File: src/rtl/lut_mult_pkg.sv
`timescale 1ns/1ps
// Package: shared constants for the fine-grain pipelined multiplier.
// Assumes operand widths of at least 4 bits.
package lut_mult_pkg;

    // Number of register stages between the operands and the product.
    function automatic int pipe_depth(input int width);
        return 2 * width - 1;
    endfunction

endpackage

File: src/rtl/mult_seed_row.sv
`timescale 1ns/1ps
// Module: first pipeline stage. It adds partial-product rows 0 and 1 of the
// array. No earlier partial sum exists, so each column cell adds two single
// AND products (four inputs). The column carries are registered rather than
// rippled. Assumes N >= 4. Data registers have no reset.
module mult_seed_row #(
    parameter int N = 8
) (
    input  logic             clk,
    input  logic [N-1:0]     a_i,
    input  logic [1:0]       b_lo_i,
    output logic [2*N-1:0]   sum_o,
    output logic [2*N-1:0]   carry_o
);
    localparam int W = 2 * N;

    logic [W-1:0] sum_d;
    logic [W-1:0] cgen;

    generate
        for (genvar w = 0; w < W; w++) begin : g_col
            if (w == 0) begin : g_lsb
                assign sum_d[w] = a_i[0] & b_lo_i[0];
                assign cgen[w]  = 1'b0;
            end else if (w < N) begin : g_pair
                logic pp_r0;
                logic pp_r1;
                assign pp_r0    = a_i[w] & b_lo_i[0];
                assign pp_r1    = a_i[w-1] & b_lo_i[1];
                assign sum_d[w] = pp_r0 ^ pp_r1;
                assign cgen[w]  = pp_r0 & pp_r1;
            end else if (w == N) begin : g_top
                assign sum_d[w] = a_i[N-1] & b_lo_i[1];
                assign cgen[w]  = 1'b0;
            end else begin : g_empty
                assign sum_d[w] = 1'b0;
                assign cgen[w]  = 1'b0;
            end
        end
    endgenerate

    // Capture the column sums and the carries, moved up one weight.
    always_ff @(posedge clk) begin
        sum_o   <= sum_d;
        carry_o <= cgen << 1;
    end

endmodule

File: src/rtl/mult_fold_row.sv
`timescale 1ns/1ps
// Module: accumulation stage K (2..N-1). It folds partial-product row K into
// the carry-save pair. Each active column is a full adder over one AND
// product, the incoming sum bit and the incoming carry bit (four inputs).
// Columns outside the row pass forward. Their carry bit is known to be zero,
// so sum|carry is exact there. Assumes 2 <= K <= N-1.
module mult_fold_row #(
    parameter int N = 8,
    parameter int K = 2
) (
    input  logic             clk,
    input  logic [N-1:0]     a_i,
    input  logic             b_bit_i,
    input  logic [2*N-1:0]   sum_i,
    input  logic [2*N-1:0]   carry_i,
    output logic [2*N-1:0]   sum_o,
    output logic [2*N-1:0]   carry_o
);
    localparam int W = 2 * N;

    logic [W-1:0] sum_d;
    logic [W-1:0] cgen;

    generate
        for (genvar w = 0; w < W; w++) begin : g_col
            if (w >= K && w < K + N) begin : g_fa
                logic pp;
                assign pp       = a_i[w-K] & b_bit_i;
                assign sum_d[w] = pp ^ sum_i[w] ^ carry_i[w];
                assign cgen[w]  = (pp & sum_i[w]) | (pp & carry_i[w]) | (sum_i[w] & carry_i[w]);
            end else begin : g_pass
                assign sum_d[w] = sum_i[w] | carry_i[w];
                assign cgen[w]  = 1'b0;
            end
        end
    endgenerate

    // Register the new carry-save pair; carries advance one weight.
    always_ff @(posedge clk) begin
        sum_o   <= sum_d;
        carry_o <= cgen << 1;
    end

endmodule

File: src/rtl/mult_resolve_row.sv
`timescale 1ns/1ps
// Module: carry resolution stage T (1..N-1) of the tail. Pending carries can
// only sit at weights N+T-1 and above. Those columns get a half adder. The top
// column keeps only the XOR, since the product never overflows 2N bits.
// Lower columns are final and pass forward. Assumes 1 <= T <= N-1.
module mult_resolve_row #(
    parameter int N = 8,
    parameter int T = 1
) (
    input  logic             clk,
    input  logic [2*N-1:0]   sum_i,
    input  logic [2*N-1:0]   carry_i,
    output logic [2*N-1:0]   sum_o,
    output logic [2*N-1:0]   carry_o
);
    localparam int W  = 2 * N;
    localparam int LO = N + T - 1;

    logic [W-1:0] sum_d;
    logic [W-1:0] cgen;

    generate
        for (genvar w = 0; w < W; w++) begin : g_col
            if (w >= LO && w < W - 1) begin : g_ha
                assign sum_d[w] = sum_i[w] ^ carry_i[w];
                assign cgen[w]  = sum_i[w] & carry_i[w];
            end else if (w == W - 1) begin : g_msb
                assign sum_d[w] = sum_i[w] ^ carry_i[w];
                assign cgen[w]  = 1'b0;
            end else begin : g_pass
                assign sum_d[w] = sum_i[w] | carry_i[w];
                assign cgen[w]  = 1'b0;
            end
        end
    endgenerate

    // Register the partially resolved pair; carries advance one weight.
    always_ff @(posedge clk) begin
        sum_o   <= sum_d;
        carry_o <= cgen << 1;
    end

endmodule

File: src/rtl/mult_valid_line.sv
`timescale 1ns/1ps
// Module: shift line that carries the request flag next to the data pipe.
// The synchronous active-low reset empties the whole line. Assumes DEPTH >= 2.
module mult_valid_line #(
    parameter int DEPTH = 15
) (
    input  logic clk,
    input  logic rst_n,
    input  logic flag_i,
    output logic flag_o
);
    logic [DEPTH-1:0] line_q;

    // Shift the flag one step per clock, or clear the line on reset.
    always_ff @(posedge clk) begin
        if (!rst_n) begin
            line_q <= '0;
        end else begin
            line_q <= {line_q[DEPTH-2:0], flag_i};
        end
    end

    assign flag_o = line_q[DEPTH-1];

endmodule

File: src/rtl/lut_pipe_mult.sv
`timescale 1ns/1ps
// Module: top of the fine-grain pipelined unsigned N x N multiplier.
// Stage 1 adds rows 0 and 1. Stages 2..N-1 fold in one row each. Stages
// N..2N-2 resolve carries. Stage 2N-1 clears the last carry at the top bit
// and drives p. Operand bits are delayed so that each row meets its sum.
// Only the valid line is reset. Assumes 4 <= N <= 64.
module lut_pipe_mult #(
    parameter int N = 8
) (
    input  logic             clk,
    input  logic             rst_n,
    input  logic             in_valid,
    input  logic [N-1:0]     a,
    input  logic [N-1:0]     b,
    output logic             out_valid,
    output logic [2*N-1:0]   p
);
    import lut_mult_pkg::*;

    localparam int W   = 2 * N;
    localparam int LAT = pipe_depth(N);

    logic [LAT-1:1][W-1:0] sum_q;
    logic [LAT-1:1][W-1:0] carry_q;
    logic [N-1:0]          a_pipe [1:N-2];
    logic [N-1:2]          b_tap;

    // Delay operand a so that it meets every accumulation row.
    always_ff @(posedge clk) begin
        a_pipe[1] <= a;
        for (int k = 2; k <= N - 2; k++) begin
            a_pipe[k] <= a_pipe[k-1];
        end
    end

    // Delay each multiplier bit j by j-1 registers to reach row j.
    generate
        for (genvar j = 2; j < N; j++) begin : g_bdly
            logic [j-2:0] line_q;
            if (j == 2) begin : g_one
                always_ff @(posedge clk) line_q <= b[j];
            end else begin : g_many
                always_ff @(posedge clk) line_q <= {line_q[j-3:0], b[j]};
            end
            assign b_tap[j] = line_q[j-2];
        end
    endgenerate

    mult_seed_row #(.N(N)) u_seed (
        .clk     (clk),
        .a_i     (a),
        .b_lo_i  (b[1:0]),
        .sum_o   (sum_q[1]),
        .carry_o (carry_q[1])
    );

    generate
        for (genvar k = 2; k <= N - 1; k++) begin : g_fold
            mult_fold_row #(.N(N), .K(k)) u_fold (
                .clk     (clk),
                .a_i     (a_pipe[k-1]),
                .b_bit_i (b_tap[k]),
                .sum_i   (sum_q[k-1]),
                .carry_i (carry_q[k-1]),
                .sum_o   (sum_q[k]),
                .carry_o (carry_q[k])
            );
        end
        for (genvar t = 1; t <= N - 1; t++) begin : g_resolve
            mult_resolve_row #(.N(N), .T(t)) u_res (
                .clk     (clk),
                .sum_i   (sum_q[N+t-2]),
                .carry_i (carry_q[N+t-2]),
                .sum_o   (sum_q[N+t-1]),
                .carry_o (carry_q[N+t-1])
            );
        end
    endgenerate

    // Last stage: only the top bit can still hold a carry; merge and register.
    always_ff @(posedge clk) begin
        p <= {sum_q[LAT-1][W-1] ^ carry_q[LAT-1][W-1],
              sum_q[LAT-1][W-2:0] | carry_q[LAT-1][W-2:0]};
    end

    mult_valid_line #(.DEPTH(LAT)) u_vline (
        .clk    (clk),
        .rst_n  (rst_n),
        .flag_i (in_valid),
        .flag_o (out_valid)
    );

endmodule

File: config.mk
export PLATFORM = sky130hd
export DESIGN_NAME = lut_pipe_mult
export DESIGN_NICKNAME = d
export VERILOG_FILES = /design/src/rtl/lut_mult_pkg.sv /design/src/rtl/mult_seed_row.sv /design/src/rtl/mult_fold_row.sv /design/src/rtl/mult_resolve_row.sv /design/src/rtl/mult_valid_line.sv /design/src/rtl/lut_pipe_mult.sv
export SDC_FILE = /design/constraint.sdc
export NUM_CORES = 1
export LEC_CHECK = 0
export ABC_AREA = 1
export ABC_CLOCK_PERIOD_IN_PS = 1800
export BUFFER_PORTS_ARGS = -buffer_cell sky130_fd_sc_hd__buf_2
export CAP_MARGIN = 20
export CELL_PAD_IN_SITES_DETAIL_PLACEMENT = 1
export CELL_PAD_IN_SITES_GLOBAL_PLACEMENT = 1
export CORE_ASPECT_RATIO = 1.5
export CORE_MARGIN = 10
export CORE_UTILIZATION = 45
export DETAILED_ROUTE_END_ITERATION = 10
export PLACE_DENSITY = 0.74
export SKIP_CTS_REPAIR_TIMING = 1
export SYNTH_ARGS = -nofsm -noshare
export SYNTH_HDL_FRONTEND = slang
export SYNTH_SLANG_ARGS = --single-unit
File: constraint.sdc
create_clock -name clk -period 1.8 [get_ports clk]
set_clock_uncertainty 0.2 [all_clocks]
set_input_delay 0.18 -clock clk [delete_from_list [all_inputs] [get_ports clk]]
set_output_delay 0.18 -clock clk [all_outputs]
set_load 0.02 [all_outputs]
==> results.toml, run 1 <==
[status]
status = "complete, no violations"

[power]
ir_drop_mv = 1.09
power.density_nw_per_um2 = 1660
p_total_mw = 19.5
p_leak_nw = 5.85

[yosys]
ys_types = 7
syn_area_per_cell_um2 = 12.9
ys_seq_elements = 372
ys_warn_count = 0
syn_nets = 868
synthTopCellsByArea = "dfxtp_1, fa_1, inv_1"
yosysSeqAreaShare_pct = 74.8
yosysTopAreaCell = "dfxtp_1"
yosysTopAreaCellShare_pct = 74.8
netlist_area_um2 = 9960
syn_inst = 772

[sta]
max_freq_mhz = 644
rsz0062_at_grt = "false"
period_minus_slack_ns = 1.55
worst_pin_slew_ns = 0.359
finalSetupTns_ns = 0
final-max-slew-violation-count = 0
period_share_pct = 86.3
setup-violations-final = 0
relSlewSlack_pct = 76.1
hold_viol = 0

[placed_design]
placed_area_um2 = 10400
gp_congestion = 0.705
hpwlAfterDp_mm = 7.44
portBuffers = 35
placed_cells = 1070

[routing]
drtPass1Iterations = 3
drtAntennaViolNets = 0
post_drt_wl_per_cell_um = 10.4
vias_per_cell = 4.07
vias = 4680
drc = 0
wl_mm = 12.0
drtIter0Drc = 125

[grt]
grt_pass1_vias = 5022
grt_pass1_wl_mm = 20.9
antenna_found_initial = 0
grtUsageMet2_pct = 17.0
grt_use_total_pct = 8.73
grt_busiest_layer = "met2"
met3_usage_pct = 2.86
grt-ovfl-total = 0
grt_start_max_net_pins = 17
use_met1_pct = 7.62

[clocking]
tritoncts = "built"
cts_buffer_depth = 3
cts_made_buffers = 34
clkLatencyLatePin_ns = 0.49
cts.sinks = 372
clk_pin_slew_ns = 0.06
htree_levels = 2
root_buffer = "clkbuf_16"

[worst_setup_path]
cp_max_fo = 8
required_ns = 1.99
crit_type = "reg -> reg"
cp-startpoint = "g_bdly[5].line_q[3]"
slowest_stage = "fa_1"
startpoint_type = "flop"
critPathMaxStageDelay_ns = 0.53
r2r_slack_ns = 0.25
r2r_start = "g_bdly[5].line_q[3]"
arrival_ns = 1.74
cp-end-kind = "flop"
cp_cell_sequence = "nand2_1 -> fa_1 -> inv_1"

[hold_path]
hold_path.class = "in -> reg"
holdCritStartpoint = "b[2]"

[layout]
nets = 949
diodes = 0
drive_above_1_share_pct = 10.5
final_cells = 1150
final_common_cell = "dfxtp_1"
syn2layout_area_growth_pct = 18.4
layout.cells.most_common_list = "dfxtp_1, inv_1, nand2_1"
final_cell_area_um2 = 11800

[floorplan]
fp.dieH_um = 202
initial_utilization_pct = 45.8
die_x_um = 141
io_pins = 36
rows = 66
core-area_um2 = 21700
dieArea_um2 = 28600

[flow_run]
maxCapViolCount = 0
==> routing by layer <==
metal	share of wire, %	up-vias	routed length (µm)
met4	3.1	0	367
met2	58	67	6990
met5	0	-	0
met1	33	2265	3960
li1	-	2322	-
met3	5.3	26	635
==> final cells by class <==
cell class                 count  area (µm²)
clock buffer                  49        1030
tap                          272         340
inverter                     217         815
timing repair buffer          54         365
multi-input combinational    174        1640
fill                        2147        9930
sequential                   372        7450
clock inverter                12         151
==> worst paths after layout <==
check / end / depth (start not counted)
worst max-delay path: g_fold[5].u_fold.sum_o[9] / 3
worst min-delay path: g_bdly[2].line_q / 2
worst max register to register: g_fold[5].u_fold.sum_o[9] / 3
worst min register to register: g_fold[4].u_fold.sum_o[1] / 0
==> cell families (layout without fill, tap and decap cells) <==
group | Yosys count | count (layout) | synth area share [%]
buffers and inverters | 226 | 332 | 8.70
adder cells (fa/ha/maj) | 77 | 77 | 12.8
AND/OR/NAND/NOR | 97 | 97 | 3.66
flip-flops | 372 | 372 | 74.8
==> cell usage after synthesis <==
cell type	n
buf_2	8
ha_1	35
fa_1	42
buf_6	1
inv_1	217
dfxtp_1	372
nand2_1	97
==> through the flow <==
step	hold WS [ns]	utilization, %	worst slack, ns
floorplan	0.00772	-	0.463
global placement	0.0840	48.0	0.301
detailed placement	0.0844	48.0	0.238
CTS	-0.444	53.4	0.205
global route	0.0978	54.3	0.147
finish	0.116	54.3	0.247
==> where the power goes <==
group	internal, mW	switching, mW	total [mW]
registers	10.3	0.496	10.7
clock network	4.42	2.85	7.28
logic	0.600	0.909	1.51
==> worst max-delay path: cells and delay by family, from the launching register on <==
family	cells	cell delay, ns
adder cells (fa/ha/maj)	1	0.53
buffers and inverters	1	0.04
flip-flops	1	0.52
AND/OR/NAND/NOR	1	0.15
==> registers in the layout, indices dropped and copies added, names as in the netlist <==
name / flops
a_pipe: 48
g_bdly.line_q: 21
g_fold.u_fold.carry_o: 42
g_fold.u_fold.sum_o: 75
g_resolve.u_res.carry_o: 28
g_resolve.u_res.sum_o: 111
p: 16
u_seed.carry_o: 7
u_seed.sum_o: 9
u_vline.line_q: 15
Note: power is estimated with default switching activity, not from simulation.
==> run 2, diff against run 1 <==
- PLACE_DENSITY: 0.74 -> 0.76
- RECOVER_POWER: not set -> 100
- SYNTH_HIERARCHICAL: not set -> 1
==> run 2 against run 1 <==
Register-to-register slack better by 0.04 ns; first-iteration DRC count is 13% lower; clock power is 7.0% higher; design area is 22% higher; clock-buffer cell count is 1 higher; wire length is 41% higher; non-clock buffer count stayed put; sequential power hardly changed; die area is 27% higher; total power is 3.9% higher; utilization is 3.9 points lower; critical path type unchanged; highest routed layer unchanged.
==> results.toml, run 2 <==
[yosys]
syn_area_per_cell_um2 = 10.6
yosysTopAreaCellShare_pct = 61.5
ys_warn_count = 6
synth_enable_flop_cells = 0
ys_types = 10
synthTopCellsByArea = "dfxtp_1, inv_1, buf_4"
async_flop_share_pct = 0
synth.most_common_cell = "dfxtp_1"
ys.flop_type = "dfxtp_1"
synth_commonest_cells = "dfxtp_1, inv_1, nand2_1"
yosysTopAreaCell = "dfxtp_1"
netlist_area_um2 = 13000
syn_inst = 1232
yosysSeqAreaShare_pct = 61.5
ys_seq_elements = 400

[hold_path]
holdPathStages = 2
holdPathEnd = "g_bdly[3].line_q[0]"
hold_path.class = "in -> reg"
holdCritStartpoint = "b[3]"

[worst_setup_path]
required_ns = 2.02
cp_max_fo = 8
startpoint_type = "flop"
arrival_ns = 1.73
r2r_slack_ns = 0.29
cp_cell_sequence = "nand2_1 -> fa_1 -> inv_1"
r2r_start = "g_bdly[2].line_q"
crit_type = "reg -> reg"
slowest_stage = "dfxtp_1"
critPathMaxStageDelay_ns = 0.52
cp-end-kind = "flop"
worst_r2r_endpoint = "g_fold[2].u_fold/sum_o[3]"
reg2reg_depth = 3

[layout]
final_common_cell = "dfxtp_1"
final_cells = 1722
final_cell_area_um2 = 14400
largestRegisters = "g_resolve.u_res/sum_o: 112 flops, g_fold.u_fold/sum_o: 96 flops"
syn2layout_area_growth_pct = 10.7
layout.cells.most_common_list = "dfxtp_1, inv_1, nand2_1"
fillers = 3150
largest_reg_flops = 112
nets = 1405
diodes = 0
final_util_pct = 50.3
drive_above_1_share_pct = 5.11
top_register = "g_resolve.u_res/sum_o"

[power]
p_seq_share_pct = 53.0
ir_drop_mv = 0.889
p_leak_nw = 7.21
internal_power_mw = 15.5
power.density_nw_per_um2 = 1410
p_sw_mw = 4.77
p_total_mw = 20.3
comb_power_share_pct = 8.7
pwr-share-clk_pct = 38.4
p_sw_share_pct = 23.5

[sta]
period_minus_slack_ns = 1.51
period_share_pct = 83.8
hold_viol = 0
fin_ws_ns = 0.291
finalSetupTns_ns = 0
rsz0062_at_grt = "false"
setup-violations-final = 0
final-max-slew-violation-count = 0
holdWs_ns = 0.0774
max_freq_mhz = 663

[grt]
grt_pass1_wl_mm = 29.3
grt_pass1_vias = 7146
grt_start_max_net_pins = 16
grt-ovfl-total = 0
antenna_found_initial = 0
grt_use_total_pct = 9.62

[floorplan]
dieArea_um2 = 36300
die_x_um = 159
fp.dieH_um = 228
io_pins = 36
rows = 76
core-area_um2 = 28600
initial_utilization_pct = 45.5

[clocking]
clkLatencyLatePin_ns = 0.53
htree_levels = 2
cts_made_buffers = 38
tritoncts = "built"
cts_buffer_depth = 3
cts.sinks = 400
root_buffer = "clkbuf_16"
clk_pin_slew_ns = 0.07

[routing]
vias_per_cell = 3.74
drc = 0
drtIter0Drc = 109
drtPass1Iterations = 4
vias = 6443
drtAntennaViolNets = 0
post_drt_wl_per_cell_um = 9.78
wl_mm = 16.8

[placed_design]
hpwlAfterDp_mm = 11.0
dp_slack_ns = 0.292
placed_area_um2 = 13000
placed_cells = 1634
gp_congestion = 0.703
portBuffers = 35

[flow_run]
maxCapViolCount = 0

[status]
status = "complete, no violations"
## run 2: logic make-up (layout without fill, tap and decap cells)
| group | after synthesis | in the layout | synth area share [%] |
|---|---|---|---|
| buffers and inverters | 492 | 458 | 18.6 |
| flip-flops | 400 | 400 | 61.5 |
| AND/OR/NAND/NOR | 243 | 243 | 8.77 |
| adder cells (fa/ha/maj) | 83 | 83 | 10.7 |
| other | 14 | 148 | 0.404 |
## run 2: layout make-up
type,count,area (µm²),area share [%]
sequential,400,8010,55.6
timing repair buffer,54,332,2.30
inverter,335,1260,8.73
clock inverter,19,204,1.42
multi-input combinational,474,3100,21.5
tap,390,488,3.39
clock buffer,50,1030,7.12
## run 2: worst max-delay path, delay by kind of cell, from the launching register on
kind / cells / cell delay (ns)
flip-flops: 1 / 0.52
adder cells (fa/ha/maj): 1 / 0.51
AND/OR/NAND/NOR: 1 / 0.14
buffers and inverters: 1 / 0.04
## run 2: metal layers
layer  GRT usage (%)  vias up  routed length, µm
met4            4.79        0                592
met1            7.94     3066               5610
met5               0        -                  0
met3            2.42       44                596
met2            20.0       73              10000
li1                -     3260                  -
## run 2: worst max path at each step
stage / from / end / slack, ns / cells past startpoint
2_1_floorplan: g_bdly[2].line_q / g_fold[2].u_fold/sum_o[5] / 0.50 / 4
3_3_place_gp: g_bdly[6].line_q[4] / g_fold[6].u_fold/sum_o[6] / 0.35 / 3
3_5_place_dp: g_bdly[3].line_q[1] / g_fold[3].u_fold/sum_o[6] / 0.29 / 3
4_1_cts: g_bdly[2].line_q / g_fold[2].u_fold/sum_o[3] / 0.25 / 3
5_1_grt: g_bdly[2].line_q / g_fold[2].u_fold/sum_o[3] / 0.19 / 3
6_report: g_bdly[2].line_q / g_fold[2].u_fold/sum_o[3] / 0.29 / 3
## run 2: power groups by stage
| stage | sequential, mW | clock [mW] | combinational, mW |
|---|---|---|---|
| 3_3_place_gp | 10.9 | 0 | 1.49 |
| 5_1_grt | 10.9 | 8.46 | 2.24 |
| 6_report | 10.8 | 7.79 | 1.76 |
| 3_5_place_dp | 11.0 | 0 | 1.72 |
| 2_1_floorplan | 10.8 | 0 | 1.47 |
| 4_1_cts | 10.8 | 8.06 | 1.82 |
